File: src/rtl/rsub_pkg.sv
package rsub_pkg;
    localparam int XLEN  = 32;
    localparam int RIDX  = 5;
    localparam int HALF  = XLEN / 2;
    localparam int OPW   = 6;
    localparam logic [OPW-1:0] PFX_OP = 6'b101100;

    typedef enum logic {
        PFX_IDLE,
        PFX_ARMED
    } pfx_state_e;

    typedef struct packed {
        logic            is_rsub;
        logic            is_pfx;
        logic            keep;
        logic            use_c;
        logic [RIDX-1:0] rd;
        logic [RIDX-1:0] rs;
        logic [HALF-1:0] field;
    } dec_t;
endpackage

File: src/rtl/rsub_decode.sv
module rsub_decode
    import rsub_pkg::*;
(
    input  logic [XLEN-1:0] word,
    output dec_t            dec
);
    localparam int OP_LO = XLEN - OPW;
    localparam int RD_LO = OP_LO - RIDX;
    localparam int RS_LO = RD_LO - RIDX;

    logic [OPW-1:0] op;

    always_comb begin
        op          = word[XLEN-1:OP_LO];
        dec.is_rsub = (op[5:3] == 3'b001) && op[0];
        dec.keep    = op[2];
        dec.use_c   = op[1];
        dec.is_pfx  = (op == PFX_OP) && (word[OP_LO-1:HALF] == '0);
        dec.rd      = word[OP_LO-1:RD_LO];
        dec.rs      = word[RD_LO-1:RS_LO];
        dec.field   = word[HALF-1:0];
    end
endmodule

File: src/rtl/rsub_imm_gen.sv
module rsub_imm_gen
    import rsub_pkg::*;
(
    input  logic            clk,
    input  logic            rst_n,
    input  logic            in_valid,
    input  logic            is_pfx,
    input  logic [HALF-1:0] field,
    output logic [XLEN-1:0] imm
);
    pfx_state_e      state, state_nx;
    logic [HALF-1:0] hi_q;

    always_comb begin
        state_nx = state;
        unique case (state)
            PFX_IDLE:  if (in_valid && is_pfx) state_nx = PFX_ARMED;
            PFX_ARMED: if (in_valid && !is_pfx) state_nx = PFX_IDLE;
            default:   state_nx = PFX_IDLE;
        endcase
    end

    always_ff @(posedge clk or negedge rst_n) begin
        if (!rst_n) begin
            state <= PFX_IDLE;
            hi_q  <= '0;
        end else begin
            state <= state_nx;
            if (in_valid && is_pfx) hi_q <= field;
        end
    end

    always_comb begin
        unique case (state)
            PFX_ARMED: imm = {hi_q, field};
            default:   imm = {{HALF{field[HALF-1]}}, field};
        endcase
    end


    pfx_drop_chk: assert property (@(posedge clk) disable iff (!rst_n)
        (in_valid && !is_pfx) |=> (state == PFX_IDLE));

    pfx_arm_chk: assert property (@(posedge clk) disable iff (!rst_n)
        (in_valid && is_pfx) |=> (state == PFX_ARMED && hi_q == $past(field)));

    pfx_hold_chk: assert property (@(posedge clk) disable iff (!rst_n)
        !in_valid |=> $stable(state));
endmodule

File: src/rtl/rsub_alu.sv
module rsub_alu
    import rsub_pkg::*;
(
    input  logic [XLEN-1:0] src,
    input  logic [XLEN-1:0] imm,
    input  logic            use_c,
    input  logic            cflag,
    output logic [XLEN-1:0] res,
    output logic            cout
);
    logic [XLEN:0] sum;
    logic          cin;

    always_comb begin
        cin  = use_c ? cflag : 1'b1;
        sum  = {1'b0, ~src} + {1'b0, imm} + {{XLEN{1'b0}}, cin};
        res  = sum[XLEN-1:0];
        cout = sum[XLEN];
    end
endmodule

File: src/rtl/rsub_imm_exec.sv
module rsub_imm_exec
    import rsub_pkg::*;
(
    input  logic            clk,
    input  logic            rst_n,
    input  logic            in_valid,
    input  logic [XLEN-1:0] in_word,
    input  logic [XLEN-1:0] src_val,
    output logic [RIDX-1:0] src_idx,
    output logic            wr_en,
    output logic [RIDX-1:0] wr_idx,
    output logic [XLEN-1:0] wr_data,
    output logic            carry_next,
    output logic            carry_flag
);
    dec_t            dec;
    logic [XLEN-1:0] imm;
    logic            cout;
    logic            fire;

    rsub_decode u_dec (.word(in_word), .dec(dec));

    rsub_imm_gen u_imm (
        .clk(clk), .rst_n(rst_n), .in_valid(in_valid),
        .is_pfx(dec.is_pfx), .field(dec.field), .imm(imm)
    );

    rsub_alu u_alu (
        .src(src_val), .imm(imm), .use_c(dec.use_c),
        .cflag(carry_flag), .res(wr_data), .cout(cout)
    );

    always_comb begin
        fire       = in_valid && dec.is_rsub;
        src_idx    = dec.rs;
        wr_idx     = dec.rd;
        wr_en      = fire && (dec.rd != '0);
        carry_next = (fire && !dec.keep) ? cout : carry_flag;
    end

    always_ff @(posedge clk or negedge rst_n) begin
        if (!rst_n) carry_flag <= 1'b0;
        else        carry_flag <= carry_next;
    end


    no_match_wr_chk: assert property (@(posedge clk) disable iff (!rst_n)
        !(in_valid && dec.is_rsub) |-> !wr_en);

    no_match_carry_chk: assert property (@(posedge clk) disable iff (!rst_n)
        !(in_valid && dec.is_rsub) |=> $stable(carry_flag));

    keep_carry_chk: assert property (@(posedge clk) disable iff (!rst_n)
        (in_valid && dec.is_rsub && dec.keep) |=> $stable(carry_flag));

    carry_upd_chk: assert property (@(posedge clk) disable iff (!rst_n)
        (in_valid && dec.is_rsub && !dec.keep) |=> (carry_flag == $past(cout)));

    rd_zero_chk: assert property (@(posedge clk) disable iff (!rst_n)
        (wr_idx == '0) |-> !wr_en);
endmodule

File: config.mk
export PLATFORM = sky130hd
export DESIGN_NAME = rsub_imm_exec
export DESIGN_NICKNAME = d
export VERILOG_FILES = /design/src/rtl/rsub_pkg.sv /design/src/rtl/rsub_decode.sv /design/src/rtl/rsub_imm_gen.sv /design/src/rtl/rsub_alu.sv /design/src/rtl/rsub_imm_exec.sv
export SDC_FILE = /design/constraint.sdc
export NUM_CORES = 1
export LEC_CHECK = 0
export ABC_AREA = 0
export BUFFER_PORTS_ARGS = -buffer_cell sky130_fd_sc_hd__buf_2
export CORE_MARGIN = 2
export CORE_UTILIZATION = 51
export CTS_CLUSTER_DIAMETER = 200
export DETAILED_ROUTE_END_ITERATION = 6
export PLACE_DENSITY = 0.82
export SLEW_MARGIN = 20
export SYNTH_ARGS = -nofsm -noshare
export SYNTH_HDL_FRONTEND = slang
export SYNTH_SLANG_ARGS = --single-unit
File: constraint.sdc
create_clock -name clk -period 3.68 [get_ports clk]
set_input_delay 0 -clock clk [delete_from_list [all_inputs] [get_ports clk]]
set_output_delay 0 -clock clk [all_outputs]
set_load 0.01 [all_outputs]
Word level (Yosys, flattened, before mapping)
Index checks and enable logic that the tools add are counted.
Word-level totals
  register bits after elaboration: 18
  input bits: 67
  output and inout port bits: 45
Cells by class
  $add $sub $neg: 2
  eq/ne operators: 2
  multiplexer cells: 6
  bitwise logic cells: 2
  reductions and logical operators: 11
Operators by type and width (count)
  adder 32 x 32 -> 33 bit: 1
  adder 33 x 1 -> 33 bit: 1
  2-to-1 mux 32 bit: 1
  NOT 32 bit: 1
  logical NOT 10 bit: 1
  logical AND 1 bit: 7
  == test 6 bit (second input constant): 1
  nonzero test 5 bit: 1
  2-to-1 mux 1 bit: 4
  == test 3 x 1 -> 1 bit (second input constant): 1
  logical NOT 1 bit: 2
  case mux 1 bit (2 select lines): 1
  NOT 1 bit: 1

Depth between registers and ports, before layout
  word-level depth: 6
  mapped depth: 13
  depth with buffers taken out: 10

By module
A second synthesis with hierarchy kept.
Second synthesis, totals
  cell total of the unflattened synthesis: 420
  area, all modules: 3241.9 um^2
Modules (own cells, without submodules)
  rsub_alu: instances 1, cells each 291, area each 1959.4 um^2, seq. area each 0.0 um^2
  rsub_imm_gen: instances 1, cells each 90, area each 953.4 um^2, seq. area each 425.4 um^2
  rsub_decode: instances 1, cells each 34, area each 269.0 um^2, seq. area each 0.0 um^2
  rsub_imm_exec: instances 1, cells each 5, area each 60.1 um^2, seq. area each 25.0 um^2

Worst setup path after synthesis
No wires, ideal clock.
  path kind: register -> register
  from: reg with a tool-made name
  to: reg carry_flag
  setup time: 0.130 ns
  arrival: 2.726 ns
  data required time: 3.550 ns
  slack: 0.823 ns
  stages on the path, launching flop included: 14
  path buffers: 3
  cell sequence: dfrtp_1 clkbuf_1 inv_1 nand2_1 clkbuf_1 nand2_1 ha_1 buf_2 nand4_2 nor4_1 nand4_1 a31oi_1 o221ai_1 a221oi_2
RTL lines
  end signal, assigned: line rsub_imm_exec.sv:43  | else carry_flag <= carry_next;
  end, declared: line rsub_imm_exec.sv:14  | output logic carry_flag

Final worst setup path
  from: reg carry_flag
  to: out wr_data[22]
Between the ends
  longest elaborated chain between the ends: 2
RTL lines
  2-to-1 mux 1 bit: line rsub_alu.sv:15  | cin = use_c ? cflag : 1'b1;
  adder 33 x 1 -> 33 bit: line rsub_alu.sv:16  | sum = {1'b0, ~src} + {1'b0, imm} + {{XLEN{1'b0}}, cin};
  end, declared: line rsub_imm_exec.sv:12  | output logic [XLEN-1:0] wr_data,
No other way between the ends.

==> impl_metrics.yaml <==
power_and_ir_drop:
  clkPwrFrac_pct: 16.9
  swShare_pct: 42.7
  power.switching_mw: 0.405
  sequentialPowerShare_pct: 21.5
  internal-power_mw: 0.545
  leakage_nw: 1.97
  total_power_mw: 0.950
  power.density_nw_per_um2: 262
  ir_worst_vdd_mv: 0.180
  combPwrFrac_pct: 61.5
sta:
  setup_viol: 0
  relSlewSlack_pct: 66.0
  layout_min_cycle_time_ns: 3.47
  tightest_slew_ns: 0.504
  finalCritPeriodShare_pct: 94.3
  grt_setup_unrepaired: "no"
  max_clock_freq_ghz: 0.288
  finalHoldViolations: 0
  slew_viol_final: 0
  fin_worst_skew_ns: 0.00563
  setup_tns_ns: 0
drt:
  dr.pass1.iters: 5
  ant_nets: 0
  totalWireLength_um: 8430
  wl_per_cell_um: 15.0
  route.detailed.drc: 0
  vias: 3161
  drt-initial-drc-count: 188
  drt-vias-per-instance: 5.63
synth:
  yosysSeqAreaShare_pct: 14.7
  syn_nets: 494
  synth.distinct_cells: 62
  synthTopCellsByArea: "dfrtp_1, ha_1, nand2_1, xnor2_1, inv_1"
  netlist_area_sq_um: 3060
  async_flop_share_pct: 100
  synth.most_common_cell: "nand2_1"
  synth_edf_count: 0
  post-synth-top-area-cell: "dfrtp_1"
  synth_top_area_share_pct: 14.7
  synth.avg_cell_area_sq_um: 7.75
  yosys-top-cells-count: "nand2_1, inv_1, ha_1, nor2_1, a21oi_1"
  ys_dominant_reg_cell: "dfrtp_1"
  yosys_register_bits: 18
  synthCells: 394
  yosys_warnings: 0
setup_path:
  timing.rr.end: "carry_flag"
  critPathLaunchType: "register"
  criticalPathCategory: "register to output port"
  endpoint: "wr_data[22]"
  ff2ff_path_depth: 10
  worst_path_most_repeated_cell: "fa_1"
  cp_slowest_cell: "fa_1"
  r2r_slack_ns: 0.81
  cp_data_required_time_ns: 3.68
  crit_path_end_kind: "output port"
  cpPeakStageDelay_ns: 0.46
  crit_path_start: "carry_flag"
  critPathMaxFanout: 4
  arrival_ns: 3.47
  cp_cell_sequence: "nand2b_1 > fa_1 > fa_1 > a211oi_2 > o211ai_2 > a31oi_1 > o221ai_1 > a221oi_2 > xnor2_1 > buf_2"
final_layout:
  area_delta_synth_final_pct: 18.8
  final_nets: 587
  drive_above_1_share_pct: 32.7
  multi_input_area_sq_um: 2300
  nFillCells: 542
  antenna_cells: 0
  seq_area_sq_um: 452
floorplanning:
  rows: 28
  dieArea_sq_um: 6630
  io_pins: 112
  die_x_um: 81.4
  core_sq_um: 5850
  initial_core_util_pct: 52.2
  die_h_um: 81.4
grt:
  grt_max_degree: 19
  grt_pass1_vias: 2883
  grt-ovfl-total: 0
  grt.total_usage_pct: 25.3
  antenna_found_initial: 0
  grt_pass1_wl_um: 13300
clocking:
  post-cts-setup-buffers: 0
  cts_sinks: 18
  clockBufferDepth: 2
  path_clk_slew_ns: 0.07
  numCtsBuffers: 3
  cts_tree: "yes"
  cts_root_buf: "clkbuf_8"
  worstSkewPairLatency_ns: 0.25
  ctsHtreeMaxLevel: 1
status:
  status: "finished clean"
worst_hold_path:
  hold_path.class: "input port to register"
place:
  place.detailed.hpwl_um: 7070
  portBuffers: 111
  place_congestion: 0.940
job:
  cap_violations: 0
==> registers in the layout, indices dropped and copies added, names as in the netlist, named ones only <==
signal      count
u_imm.hi_q     16
carry_flag      1
==> power groups by stage <==
stage                     Combinational (mW)  Clock [mW]  Sequential [mW]
after floorplan                        0.392           0            0.208
after global placement                 0.571           0            0.207
after detailed placement               0.577           0            0.208
after CTS                              0.581       0.162            0.204
after global routing                   0.641       0.173            0.205
final                                  0.584       0.161            0.205
==> cells in the final DEF, fill, tap and decap left out, types with 5 or more instances in the layout <==
| cell | n |
|---|---|
| ha_1 | 31 |
| o21ai_0 | 13 |
| a21o_1 | 10 |
| nand2_1 | 61 |
| nand2b_1 | 5 |
| buf_2 | 111 |
| mux2_4 | 9 |
| xor2_1 | 8 |
| dfrtp_1 | 17 |
| nor2_1 | 29 |
| xnor2_1 | 18 |
| mux2_2 | 7 |
| a31oi_1 | 7 |
| inv_1 | 41 |
| a21oi_1 | 25 |
==> area by class of cell <==
class	count	area share (%)
Clock buffer	4	1.52
Multi-Input combinational cell	310	63.4
Tap cell	75	2.59
Timing Repair Buffer	113	15.9
Inverter	41	4.24
Sequential cell	18	12.4
==> cells by family (layout without fill, tap and decap cells) <==
logic type | after synthesis | count (layout) | share of synthesized area, %
XOR/XNOR | 26 | 26 | 7.45
flip-flops | 18 | 18 | 14.7
AO/OA/AOI/OAI | 102 | 102 | 24.8
multiplexers | 19 | 19 | 7.99
adder cells (fa/ha/maj) | 33 | 33 | 14.0
AND/OR/NAND/NOR | 130 | 130 | 20.9
buffers and inverters | 66 | 158 | 10.1
==> worst max-delay path, delay by kind of cell, from the launching register on <==
| family | cells | cell delay [ns] |
|---|---|---|
| flops | 1 | 0.42 |
| xor+xnor | 1 | 0.19 |
| compound gates | 5 | 1.34 |
| fa+ha+maj | 2 | 0.90 |
| simple gates | 1 | 0.20 |
| buf+inv | 1 | 0.17 |
==> metrics by stage <==
step                      instance area [sq um]  util [%]  hold slack [ns]  setup slack [ns]  cells
after floorplan                            3060         -           -0.296             0.823    394
after global placement                     3550      60.7          -0.0569             0.597    555
after detailed placement                   3550      60.7          -0.0518             0.485    555
after CTS                                  3630      62.0         0.000973             0.201    561
after global routing                       3630      62.0          0.00117            0.0920    561
final                                      3630      62.0          0.00115             0.210    561
==> routing by layer <==
metal | GRT usage [%] | up-vias | routed length (um)
li1 | - | 1563 | -
met1 | 33.7 | 1445 | 3700
met2 | 44.3 | 134 | 4020
met3 | 1.67 | 19 | 503
met4 | 6.44 | 0 | 208
met5 | 0 | - | 0
==> repair_timing <==
action                                  CTS  global route
endpoints found under the hold margin    19             0
hold buffers                              2             0
gates resized for setup                   0             2
endpoints found under the setup margin    0             7
==> how the worst min path moves through the flow <==
stage	from	to	slack, ns	cells past startpoint
floorplan	rst_n	asynchronous set/reset pin	-0.30	0
global placement	rst_n	u_imm.hi_q[1]	-0.06	1
detailed placement	rst_n	u_imm.hi_q[1]	-0.05	1
CTS	in_word[2]	u_imm.hi_q[2]	0.001	2
global route	in_word[2]	u_imm.hi_q[2]	0.001	2
finish	in_word[2]	u_imm.hi_q[2]	0.001	2
Note: power is estimated with default switching activity, not from simulation.
